## config.mk

```make
export PLATFORM = sky130hd
export DESIGN_NAME = irq_ctrl_unit
export DESIGN_NICKNAME = d
export VERILOG_FILES = /design/src/rtl/irq_ctrl_pkg.sv /design/src/rtl/irq_pending_latch.sv /design/src/rtl/irq_request_gen.sv /design/src/rtl/irq_event_sel.sv /design/src/rtl/irq_ctrl_unit.sv
export SDC_FILE = /design/constraint.sdc
export NUM_CORES = 1
export LEC_CHECK = 0
export BUFFER_PORTS_ARGS = -buffer_cell sky130_fd_sc_hd__buf_2
export CORE_UTILIZATION = 40
export CTS_BUF_LIST = sky130_fd_sc_hd__clkbuf_4 sky130_fd_sc_hd__clkbuf_8 sky130_fd_sc_hd__clkbuf_16
export DETAILED_ROUTE_END_ITERATION = 16
export PLACE_DENSITY_LB_ADDON = 0.05
export SLEW_MARGIN = 10
export SYNTH_ARGS = -nofsm -noshare
export SYNTH_HDL_FRONTEND = slang
export SYNTH_SLANG_ARGS = --single-unit
```

## constraint.sdc

```tcl
create_clock -name clk -period 2.1 [get_ports clk]
set_clock_uncertainty 0.2 [all_clocks]
set_input_delay 0.315 -clock clk [delete_from_list [all_inputs] [get_ports clk]]
set_output_delay 0.315 -clock clk [all_outputs]
set_load 0.03 [all_outputs]
```

## src/rtl/irq_ctrl_pkg.sv

```systemverilog
package irq_ctrl_pkg;
   typedef enum logic [1:0] {
      SEL_STATUS = 2'd0,
      SEL_CAUSE  = 2'd1,
      SEL_EPC    = 2'd2,
      SEL_EBASE  = 2'd3
   } csr_sel_e;

   localparam int IE_BIT    = 0;
   localparam int EXL_BIT   = 1;
   localparam int CODE_LSB  = 2;
   localparam int CODE_W    = 5;
   localparam int MASK_LSB  = 8;
   localparam int FIELD_W   = 8;
endpackage

```

## src/rtl/irq_pending_latch.sv

```systemverilog
module irq_pending_latch #(
   parameter int NUM_LINES = 8,
   parameter int FIELD_W   = 8
) (
   input  logic                 clk,
   input  logic                 rst_n,
   input  logic [NUM_LINES-1:0] lines_i,
   output logic [FIELD_W-1:0]   pending_o
);
   for (genvar g = 0; g < FIELD_W; g++) begin : g_bit
      if (g < NUM_LINES) begin : g_live
         always_ff @(posedge clk or negedge rst_n) begin
            if (!rst_n) pending_o[g] <= 1'b0;
            else        pending_o[g] <= lines_i[g];
         end
      end else begin : g_tied
         assign pending_o[g] = 1'b0;
      end
   end
endmodule

```

## src/rtl/irq_request_gen.sv

```systemverilog
module irq_request_gen #(
   parameter int FIELD_W = 8,
   parameter bit GATE_IE = 1'b1
) (
   input  logic               ie_i,
   input  logic               exl_i,
   input  logic [FIELD_W-1:0] mask_i,
   input  logic [FIELD_W-1:0] pending_i,
   output logic               req_o
);
   logic any_unmasked;
   assign any_unmasked = |(mask_i & pending_i);

   if (GATE_IE) begin : g_gated
      assign req_o = ie_i & ~exl_i & any_unmasked;
   end else begin : g_ungated
      assign req_o = ~exl_i & any_unmasked;
   end
endmodule

```

## src/rtl/irq_event_sel.sv

```systemverilog
module irq_event_sel #(
   parameter int DATA_W = 32
) (
   input  logic              fetch_valid_i,
   input  logic              fetch_other_i,
   input  logic              eret_i,
   input  logic              req_i,
   input  logic [DATA_W-1:0] ebase_i,
   input  logic [DATA_W-1:0] epc_i,
   output logic              take_irq_o,
   output logic              take_other_o,
   output logic              set_exl_o,
   output logic              clr_exl_o,
   output logic              redirect_valid_o,
   output logic [DATA_W-1:0] redirect_pc_o
);
   logic ebase_set;
   assign ebase_set = |ebase_i;

   always_comb begin
      take_irq_o       = fetch_valid_i & ~fetch_other_i & ~eret_i & req_i;
      take_other_o     = fetch_valid_i &  fetch_other_i & ~eret_i;
      set_exl_o        = take_irq_o & ebase_set;
      clr_exl_o        = eret_i;
      redirect_valid_o = eret_i | set_exl_o;
      redirect_pc_o    = eret_i ? epc_i : ebase_i;
   end
endmodule

```

## src/rtl/irq_ctrl_unit.sv

```systemverilog
module irq_ctrl_unit #(
   parameter int DATA_W    = 32,
   parameter int NUM_LINES = 8,
   parameter bit GATE_IE   = 1'b1
) (
   input  logic                 clk,
   input  logic                 rst_n,
   input  logic [NUM_LINES-1:0] irq_lines,
   input  logic [1:0]           reg_sel,
   input  logic                 reg_wr_en,
   input  logic [DATA_W-1:0]    reg_wdata,
   output logic [DATA_W-1:0]    reg_rdata,
   input  logic                 fetch_valid,
   input  logic [DATA_W-1:0]    fetch_pc,
   input  logic                 fetch_other_exc,
   input  logic [4:0]           fetch_exc_code,
   input  logic                 eret,
   output logic                 irq_req,
   output logic                 take_irq,
   output logic                 redirect_valid,
   output logic [DATA_W-1:0]    redirect_pc
);
   import irq_ctrl_pkg::*;

   localparam int HI_W = DATA_W - MASK_LSB - FIELD_W;
   localparam logic [DATA_W-1:0] STATUS_RST =
      DATA_W'({FIELD_W{1'b1}}) << MASK_LSB | DATA_W'(1) << IE_BIT;
   localparam logic [DATA_W-1:0] PEND_FIELD =
      DATA_W'({FIELD_W{1'b1}}) << MASK_LSB;

   if (DATA_W < MASK_LSB + FIELD_W) begin : g_bad_width
      $error("irq_ctrl_unit: DATA_W too small for the mask field");
   end
   if (NUM_LINES < 1 || NUM_LINES > FIELD_W) begin : g_bad_lines
      $error("irq_ctrl_unit: NUM_LINES must lie in 1..8");
   end

   csr_sel_e              sel;
   logic [DATA_W-1:0]     status_q, cause_sw_q, epc_q, ebase_q, cause_view;
   logic [FIELD_W-1:0]    pending;
   logic                  take_other, set_exl, clr_exl;

   assign sel = csr_sel_e'(reg_sel);

   irq_pending_latch #(.NUM_LINES(NUM_LINES), .FIELD_W(FIELD_W)) u_pend (
      .clk(clk), .rst_n(rst_n), .lines_i(irq_lines), .pending_o(pending));

   assign cause_view = cause_sw_q |
      {{HI_W{1'b0}}, pending, {MASK_LSB{1'b0}}};

   irq_request_gen #(.FIELD_W(FIELD_W), .GATE_IE(GATE_IE)) u_req (
      .ie_i(status_q[IE_BIT]), .exl_i(status_q[EXL_BIT]),
      .mask_i(status_q[MASK_LSB +: FIELD_W]), .pending_i(pending),
      .req_o(irq_req));

   irq_event_sel #(.DATA_W(DATA_W)) u_evt (
      .fetch_valid_i(fetch_valid), .fetch_other_i(fetch_other_exc),
      .eret_i(eret), .req_i(irq_req), .ebase_i(ebase_q), .epc_i(epc_q),
      .take_irq_o(take_irq), .take_other_o(take_other),
      .set_exl_o(set_exl), .clr_exl_o(clr_exl),
      .redirect_valid_o(redirect_valid), .redirect_pc_o(redirect_pc));

   // software write first, hardware events override touched fields
   always_ff @(posedge clk or negedge rst_n) begin
      if (!rst_n) begin
         status_q   <= STATUS_RST;
         cause_sw_q <= '0;
         epc_q      <= '0;
         ebase_q    <= '0;
      end else begin
         if (reg_wr_en) begin
            case (sel)
               SEL_STATUS: status_q   <= reg_wdata;
               SEL_CAUSE:  cause_sw_q <= reg_wdata & ~PEND_FIELD;
               SEL_EPC:    epc_q      <= reg_wdata;
               SEL_EBASE:  ebase_q    <= reg_wdata;
               default:    ;
            endcase
         end
         if (set_exl) status_q[EXL_BIT] <= 1'b1;
         if (clr_exl) status_q[EXL_BIT] <= 1'b0;
         if (take_other) cause_sw_q[CODE_LSB +: CODE_W] <= fetch_exc_code;
         if (take_irq || take_other) epc_q <= fetch_pc;
      end
   end

   always_comb begin
      case (sel)
         SEL_STATUS: reg_rdata = status_q;
         SEL_CAUSE:  reg_rdata = cause_view;
         SEL_EPC:    reg_rdata = epc_q;
         default:    reg_rdata = ebase_q;
      endcase
   end
endmodule

```

==> impl_metrics.py, run 1 <==
metrics = {
    "final_layout": {
        "fin_nets": 756,
        "instances_no_fill": 900,
        "num_antenna_cells": 0,
        "drive_above_1_share": 0.659,
        "area_delta_synth_final_pct": 43.4,
    },
    "clock_network": {
        "cts_buffers": 17,
        "ctsLongestPathBuffers": 2,
        "worstSkewPairLatency_ps": 410,
        "cts_tree": "built",
        "cts.clk_slew.worst_paths_ps": 60,
        "cts.sinks": 128,
        "cts-root-buf": "clkbuf_16",
        "htree_levels": 4,
    },
    "global_route": {
        "grt_max_degree": 37,
        "antenna_found_initial": 0,
        "grt_usage": 0.223,
        "grt_pass1_wl_um": 28000,
        "grt_overflow_total": 0,
        "grt_pass1_vias": 4986,
    },
    "timing": {
        "fmax_ghz": 0.413,
        "setup_tns_ps": -3520,
        "rsz0062_at_grt": "true",
        "finalSetupViolations": 39,
        "finalMaxSlewViolations": 0,
        "final.setup.worst_slack_ps": -322,
        "period_share": 1.15,
        "hold_viol_final": 0,
        "min_period_ps": 2420,
        "hold_ws_ps": 29.3,
        "slew-limit-headroom": 0.653,
        "worst_pin_slew_ps": 520,
    },
    "critical_path": {
        "critPathArrivalTime_ps": 1910,
        "critPathKind": "register to output port",
        "rrSetupSlack_ps": -130,
        "cp_max_fo": 2,
        "cp.required_ps": 1580,
        "r2r_cells": 8,
        "cp-start-kind": "register",
        "end_kind": "output port",
        "timing.rr.end": "epc_q[14]$_DFFE_PN0P_",
        "r2r-start": "u_pend.pending_o[0]$_DFF_PN0_",
    },
    "place": {
        "hpwl_um": 12000,
        "place_inst": 779,
        "port_buffers": 151,
        "gp_congestion": 0.731,
    },
    "worst_hold_path": {
        "min_from": "reg_wdata[1]",
        "whs_path_depth": 2,
        "worstHoldEndpoint": "cause_sw_q[1]$_DFFE_PN0P_",
        "hold_class": "primary input to register",
    },
    "logic_synthesis": {
        "synthesis.instances": 408,
        "yosys_warnings": 0,
        "netlist_area_sq_um": 6640,
        "synth.avg_cell_area_sq_um": 16.3,
        "ys_seq_area_frac": 0.484,
        "syn-num-nets": 493,
        "synth_seq_cells": 128,
        "synth_cell_types": 31,
    },
    "route": {
        "route.detailed.drc": 0,
        "drt-met1-wl_um": 7720,
        "detail_route.wirelength_um": 18200,
        "ant_nets": 0,
        "wl_met3_um": 806,
        "vias_per_cell": 5.16,
        "drt_iter0_drc": 168,
        "dr.max_layer_used": "met4",
        "wl_per_cell_um": 20.2,
        "wl_met2_um": 9500,
        "num_vias": 4640,
        "first_pass_iters": 4,
    },
    "floorplanning": {
        "initial_core_util": 0.414,
        "num_rows": 46,
        "ioPinCount": 152,
        "die_y_um": 131,
        "dieArea_sq_um": 17100,
        "core_area_sq_um": 16100,
        "die_x_um": 131,
    },
    "power": {
        "power_per_cell_area_nw_per_um2": 955,
        "ir_worst_vdd_mv": 0.613,
        "internal_power_uw": 6340,
        "power.leakage_uw": 0.00430,
        "swShare": 0.304,
        "power_switching_uw": 2760,
        "p_clk_frac": 0.319,
        "comb_power_share": 0.313,
        "seq_power_share": 0.368,
    },
    "run": {
        "timing.max_cap.violations": 0,
    },
    "status": {
        "status": "complete, but fails checks",
        "violations": "negative setup slack",
    },
}
placed cells by master, fill, tap and decap left out, types with 2 or more instances in the layout:
cell	netlist	final
buf_2	10	141
dfrtp_1	119	118
clkbuf_4	0	6
nand2_1	5	5
buf_12	3	15
a22oi_4	2	2
o21ai_0	5	5
a22oi_2	2	2
nor4_2	0	5
nor4_1	8	2
mux2i_1	6	6
clkbuf_8	0	2
clkinv_2	0	4
dfstp_2	9	9
mux2_4	30	32
buf_6	4	17
mux4_2	31	32
nor3b_4	1	2
nand4_1	2	2
bufinv_16	0	2
mux2_2	134	132
clkbuf_16	0	19
dlygate4sd3_1	0	77
mux2_1	14	14
buf_4	3	19
logic make-up after synthesis:
logic type	after synthesis	share of synthesized area
buf+inv	27	0.0307
simple gates	24	0.0264
flops	128	0.484
compound gates	13	0.0224
mux	216	0.437
final cells by class:
cell class | count | area (sq um)
Sequential cell | 128 | 3220
Fill cell | 1268 | 6530
Clock inverter | 7 | 87.6
Clock buffer | 25 | 498
Multi-Input combinational cell | 253 | 3300
Timing Repair Buffer | 271 | 2160
Tap cell | 216 | 270
worst max-delay path by stage:
| stage | start | end | slack (ps) | depth (start not counted) |
|---|---|---|---|---|
| 2_1_floorplan | reg_sel[0] | reg_rdata[14] | 90 | 3 |
| 5_1_grt | ebase_q[26]$_DFFE_PN0P_ | redirect_valid | -480 | 6 |
| 6_report | ebase_q[26]$_DFFE_PN0P_ | redirect_valid | -320 | 6 |
| 3_5_place_dp | ebase_q[19]$_DFFE_PN0P_ | redirect_valid | -130 | 5 |
| 3_3_place_gp | ebase_q[19]$_DFFE_PN0P_ | redirect_valid | -120 | 5 |
| 4_1_cts | ebase_q[25]$_DFFE_PN0P_ | redirect_valid | -390 | 6 |
per-stage QoR:
stage               total power [uW]  area [sq um]  worst slack [ps]   util
global placement                5880          7850              -121  0.489
global route                    9540          9530              -484  0.593
CTS                             9130          9370              -387  0.583
floorplan                       5130          6640              92.2      -
finish                          9100          9530              -322  0.593
detailed placement              5940          7850              -130  0.489
cell usage after synthesis (all sizes together):
cell,number,area (sq um)
a21oi,2,21.3
a22oi,4,67.6
a41oi,1,27.5
and2,1,7.51
and3b,1,10.0
buf,20,178
clkbuf,7,26.3
dfrtp,119,2980
dfstp,9,236
mux2,178,2120
mux2i,6,60.1
mux4,32,724
nand2,5,18.8
nand2b,2,12.5
nand3,1,5.00
nand3b,2,27.5
nand4,2,12.5
nor3b,2,31.3
nor4,8,50.1
o211ai,1,7.51
o21ai,5,25.0
flip-flops by register name, summed over array words and instances (netlist names):
signal	cells
epc_q	32
cause_sw_q	24
u_pend.pending_o	8
status_q	32
ebase_q	32
power by group through the flow:
| stage | sequential [uW] | clock (uW) | combinational [uW] |
|---|---|---|---|
| after global placement | 3330 | 0 | 2540 |
| after floorplan | 3230 | 0 | 1900 |
| after detailed placement | 3360 | 0 | 2580 |
| final | 3350 | 2910 | 2850 |
| after global routing | 3420 | 3100 | 3020 |
| after CTS | 3340 | 2980 | 2800 |
per-layer routing:
| layer | vias up | global-route usage |
|---|---|---|
| met5 | - | 0 |
| met4 | 0 | 0.0554 |
| met3 | 15 | 0.0594 |
| met2 | 114 | 0.388 |
| met1 | 2411 | 0.276 |
| li1 | 2100 | - |
critical path, cell delays in order (launching register included):
cell and delay, ps:
dfrtp_1 390, nor4_2 290, buf_4 150, nand4_1 140, o211ai_1 250, nand2b_1 130
buf_6 150
timing repair:
action | 4_1_cts | 5_1_grt
endpoints found under the hold margin | 154 | 0
endpoints found under the setup margin | 8 | 42
cloned | 0 | 3
hold buffers | 77 | 0
resized for setup | 33 | 12
buffers inserted | 5 | 5
pin swaps | 5 | 4
(Power assumes the default switching activity.)
==> inputs of run 2 (changes only) <==
--- a/config.mk
+++ b/config.mk
@@ -6,7 +6,8 @@
 export NUM_CORES = 1
 export LEC_CHECK = 0
 export BUFFER_PORTS_ARGS = -buffer_cell sky130_fd_sc_hd__buf_2
-export CORE_UTILIZATION = 40
+export CORE_MARGIN = 2
+export CORE_UTILIZATION = 54
 export CTS_BUF_LIST = sky130_fd_sc_hd__clkbuf_4 sky130_fd_sc_hd__clkbuf_8 sky130_fd_sc_hd__clkbuf_16
 export DETAILED_ROUTE_END_ITERATION = 16
 export PLACE_DENSITY_LB_ADDON = 0.05
==> run 2 against run 1 <==
Against the previous run: the run still ends with negative setup slack left; flip-flop and latch count unchanged; critical path depth down 1; first-iteration DRC count up 36%; largest cell class unchanged; sequential power about the same; clock power down 4%; die area down 23%; final cell count down 7.4%; global-route usage up 4.3 points; highest routed layer unchanged; via count down 0.22%; non-clock buffer count up 2; total power down 1.3%; sequential share of layout area up 0.49 points.
==> impl_metrics.py, run 2 (synthesis gave the netlist of run 1 again) <==
metrics = {
    "floorplanning": {
        "core_area_sq_um": 12000,
        "die_x_um": 115,
        "initial_core_util": 0.553,
        "ioPinCount": 152,
        "dieArea_sq_um": 13200,
        "die_y_um": 115,
        "num_rows": 40,
    },
    "critical_path": {
        "critPathKind": "register to output port",
        "critPathArrivalTime_ps": 1900,
        "end_kind": "output port",
        "cp-start-kind": "register",
        "cp_max_fo": 4,
        "cp.required_ps": 1580,
    },
    "clock_network": {
        "cts.clk_slew.worst_paths_ps": 50,
        "cts_buffers": 17,
        "cts_tree": "built",
        "cts.sinks": 128,
        "ctsLongestPathBuffers": 2,
        "worstSkewPairLatency_ps": 420,
        "cts-root-buf": "clkbuf_16",
        "htree_levels": 4,
    },
    "power": {
        "internal_power_uw": 6200,
        "power_switching_uw": 2780,
        "p_clk_frac": 0.310,
        "power_uw": 8980,
        "ir_worst_vdd_mv": 0.794,
        "swShare": 0.310,
        "power.leakage_uw": 0.00428,
        "power_per_cell_area_nw_per_um2": 957,
        "seq_power_share": 0.373,
        "comb_power_share": 0.316,
    },
    "timing": {
        "hold_viol_final": 0,
        "worst_pin_slew_ps": 517,
        "finalMaxSlewViolations": 0,
        "min_period_ps": 2420,
        "finalSetupViolations": 26,
        "final.setup.worst_slack_ps": -318,
        "fmax_ghz": 0.414,
        "rsz0062_at_grt": "true",
        "slew-limit-headroom": 0.655,
        "period_share": 1.15,
    },
    "global_route": {
        "grt_pass1_vias": 5027,
        "grt_overflow_total": 0,
        "grt_pass1_wl_um": 26400,
        "grt_max_degree": 36,
        "grt_usage": 0.267,
        "antenna_found_initial": 0,
    },
    "final_layout": {
        "n_fill_cell": 740,
        "layout_common_cells": "buf_2, mux2_2, dfrtp_1, dlygate4sd3_1",
        "fin_nets": 758,
        "seqCellArea_sq_um": 3220,
        "num_antenna_cells": 0,
        "multi_input_area_sq_um": 3300,
        "layout_commonest_cell": "buf_2",
        "area_delta_synth_final_pct": 41.4,
        "drive_above_1_share": 0.656,
        "reg_top3": "ebase_q x32, epc_q x32, status_q x32",
        "final_core_util": 0.782,
    },
    "worst_hold_path": {
        "hold_class": "primary input to register",
    },
    "status": {
        "violations": "negative setup slack",
        "status": "complete, but fails checks",
    },
    "place": {
        "hpwl_um": 10700,
        "gp_congestion": 0.779,
        "port_buffers": 151,
    },
    "route": {
        "detail_route.wirelength_um": 17200,
        "wl_per_cell_um": 20.6,
        "drt_iter0_drc": 229,
        "vias_per_cell": 5.56,
        "route.detailed.drc": 0,
        "num_vias": 4630,
        "first_pass_iters": 4,
        "ant_nets": 0,
    },
    "run": {
        "timing.max_cap.violations": 0,
    },
}
## run 2: cell count changes in the layout (fill, tap and decap cells not counted), moves of 2 or more
cell	change
buf_12	-5
buf_4	+4
clkbuf_8	+4
nor4_2	-4
bufinv_16	-2
clkbuf_4	-2
nor4_1	+2
nor4_4	+2
## run 2: layout make-up
class,count,share of cell area
Sequential cell,128,0.342
Multi-Input combinational cell,253,0.351
Clock buffer,27,0.0573
Tap cell,147,0.0196
Timing Repair Buffer,273,0.226
Clock inverter,5,0.00293
## run 2: what timing repair did
action / CTS / global route
pin swaps: 7 / 1
hold buffers: 78 / 0
cloned: 0 / 3
setup endpoints to repair: 6 / 36
buffers inserted: 6 / 10
gates resized for setup: 28 / 16
endpoints found under the hold margin: 159 / 0
## run 2: routing by layer
metal | global-route usage | vias to the layer above | part of all wire
li1 | - | 2093 | -
met1 | 0.329 | 2367 | 0.42
met2 | 0.463 | 140 | 0.52
met3 | 0.0680 | 30 | 0.040
met4 | 0.0835 | 0 | 0.021
met5 | 0 | - | 0
## run 2: worst max-delay path, stage by stage (launching register included)
cell      delay, ps
dfrtp_1         440
nor4_4          350
nand4_1         180
o211ai_1        250
nand2b_1        120
buf_6           150
## run 2: final timing paths
kind | from | end | slack [ps] | depth (start not counted)
worst max-delay path | ebase_q[19]$_DFFE_PN0P_ | redirect_valid | -320 | 5
worst min-delay path | fetch_other_exc | status_q[1]$_DFFE_PN0P_ | 110 | 4
worst max register to register | u_pend.pending_o[0]$_DFF_PN0_ | epc_q[7]$_DFFE_PN0P_ | -80 | 7
worst min register to register | cause_sw_q[21]$_DFFE_PN0P_ | cause_sw_q[21]$_DFFE_PN0P_ | 300 | 1
max in group asynchronous | rst_n | status_q[0]$_DFFE_PN1P_ | 860 | 3
min in group asynchronous | rst_n | cause_sw_q[25]$_DFFE_PN0P_ | 210 | 2
## run 2: power by group through the flow
stage                     Clock [uW]  Sequential, uW  Combinational, uW
final                           2790            3350               2840
after global routing            2930            3420               3010
after CTS                       2810            3340               2750
after detailed placement           0            3350               2530
after global placement             0            3320               2490
after floorplan                    0            3230               1900
## run 2: metrics by stage
step / cell area, sq um / TNS [ps] / worst slack [ps] / instances / hold WS [ps]
4_1_cts: 9230 / -595 / -355 / 822 / 106
5_1_grt: 9390 / -3330 / -394 / 833 / 133
3_3_place_gp: 7720 / -97.6 / -97.6 / 706 / 118
3_5_place_dp: 7720 / -76.6 / -76.6 / 706 / 122
6_report: 9390 / -1890 / -318 / 833 / 110
2_1_floorplan: 6640 / 0 / 92.2 / 408 / -181
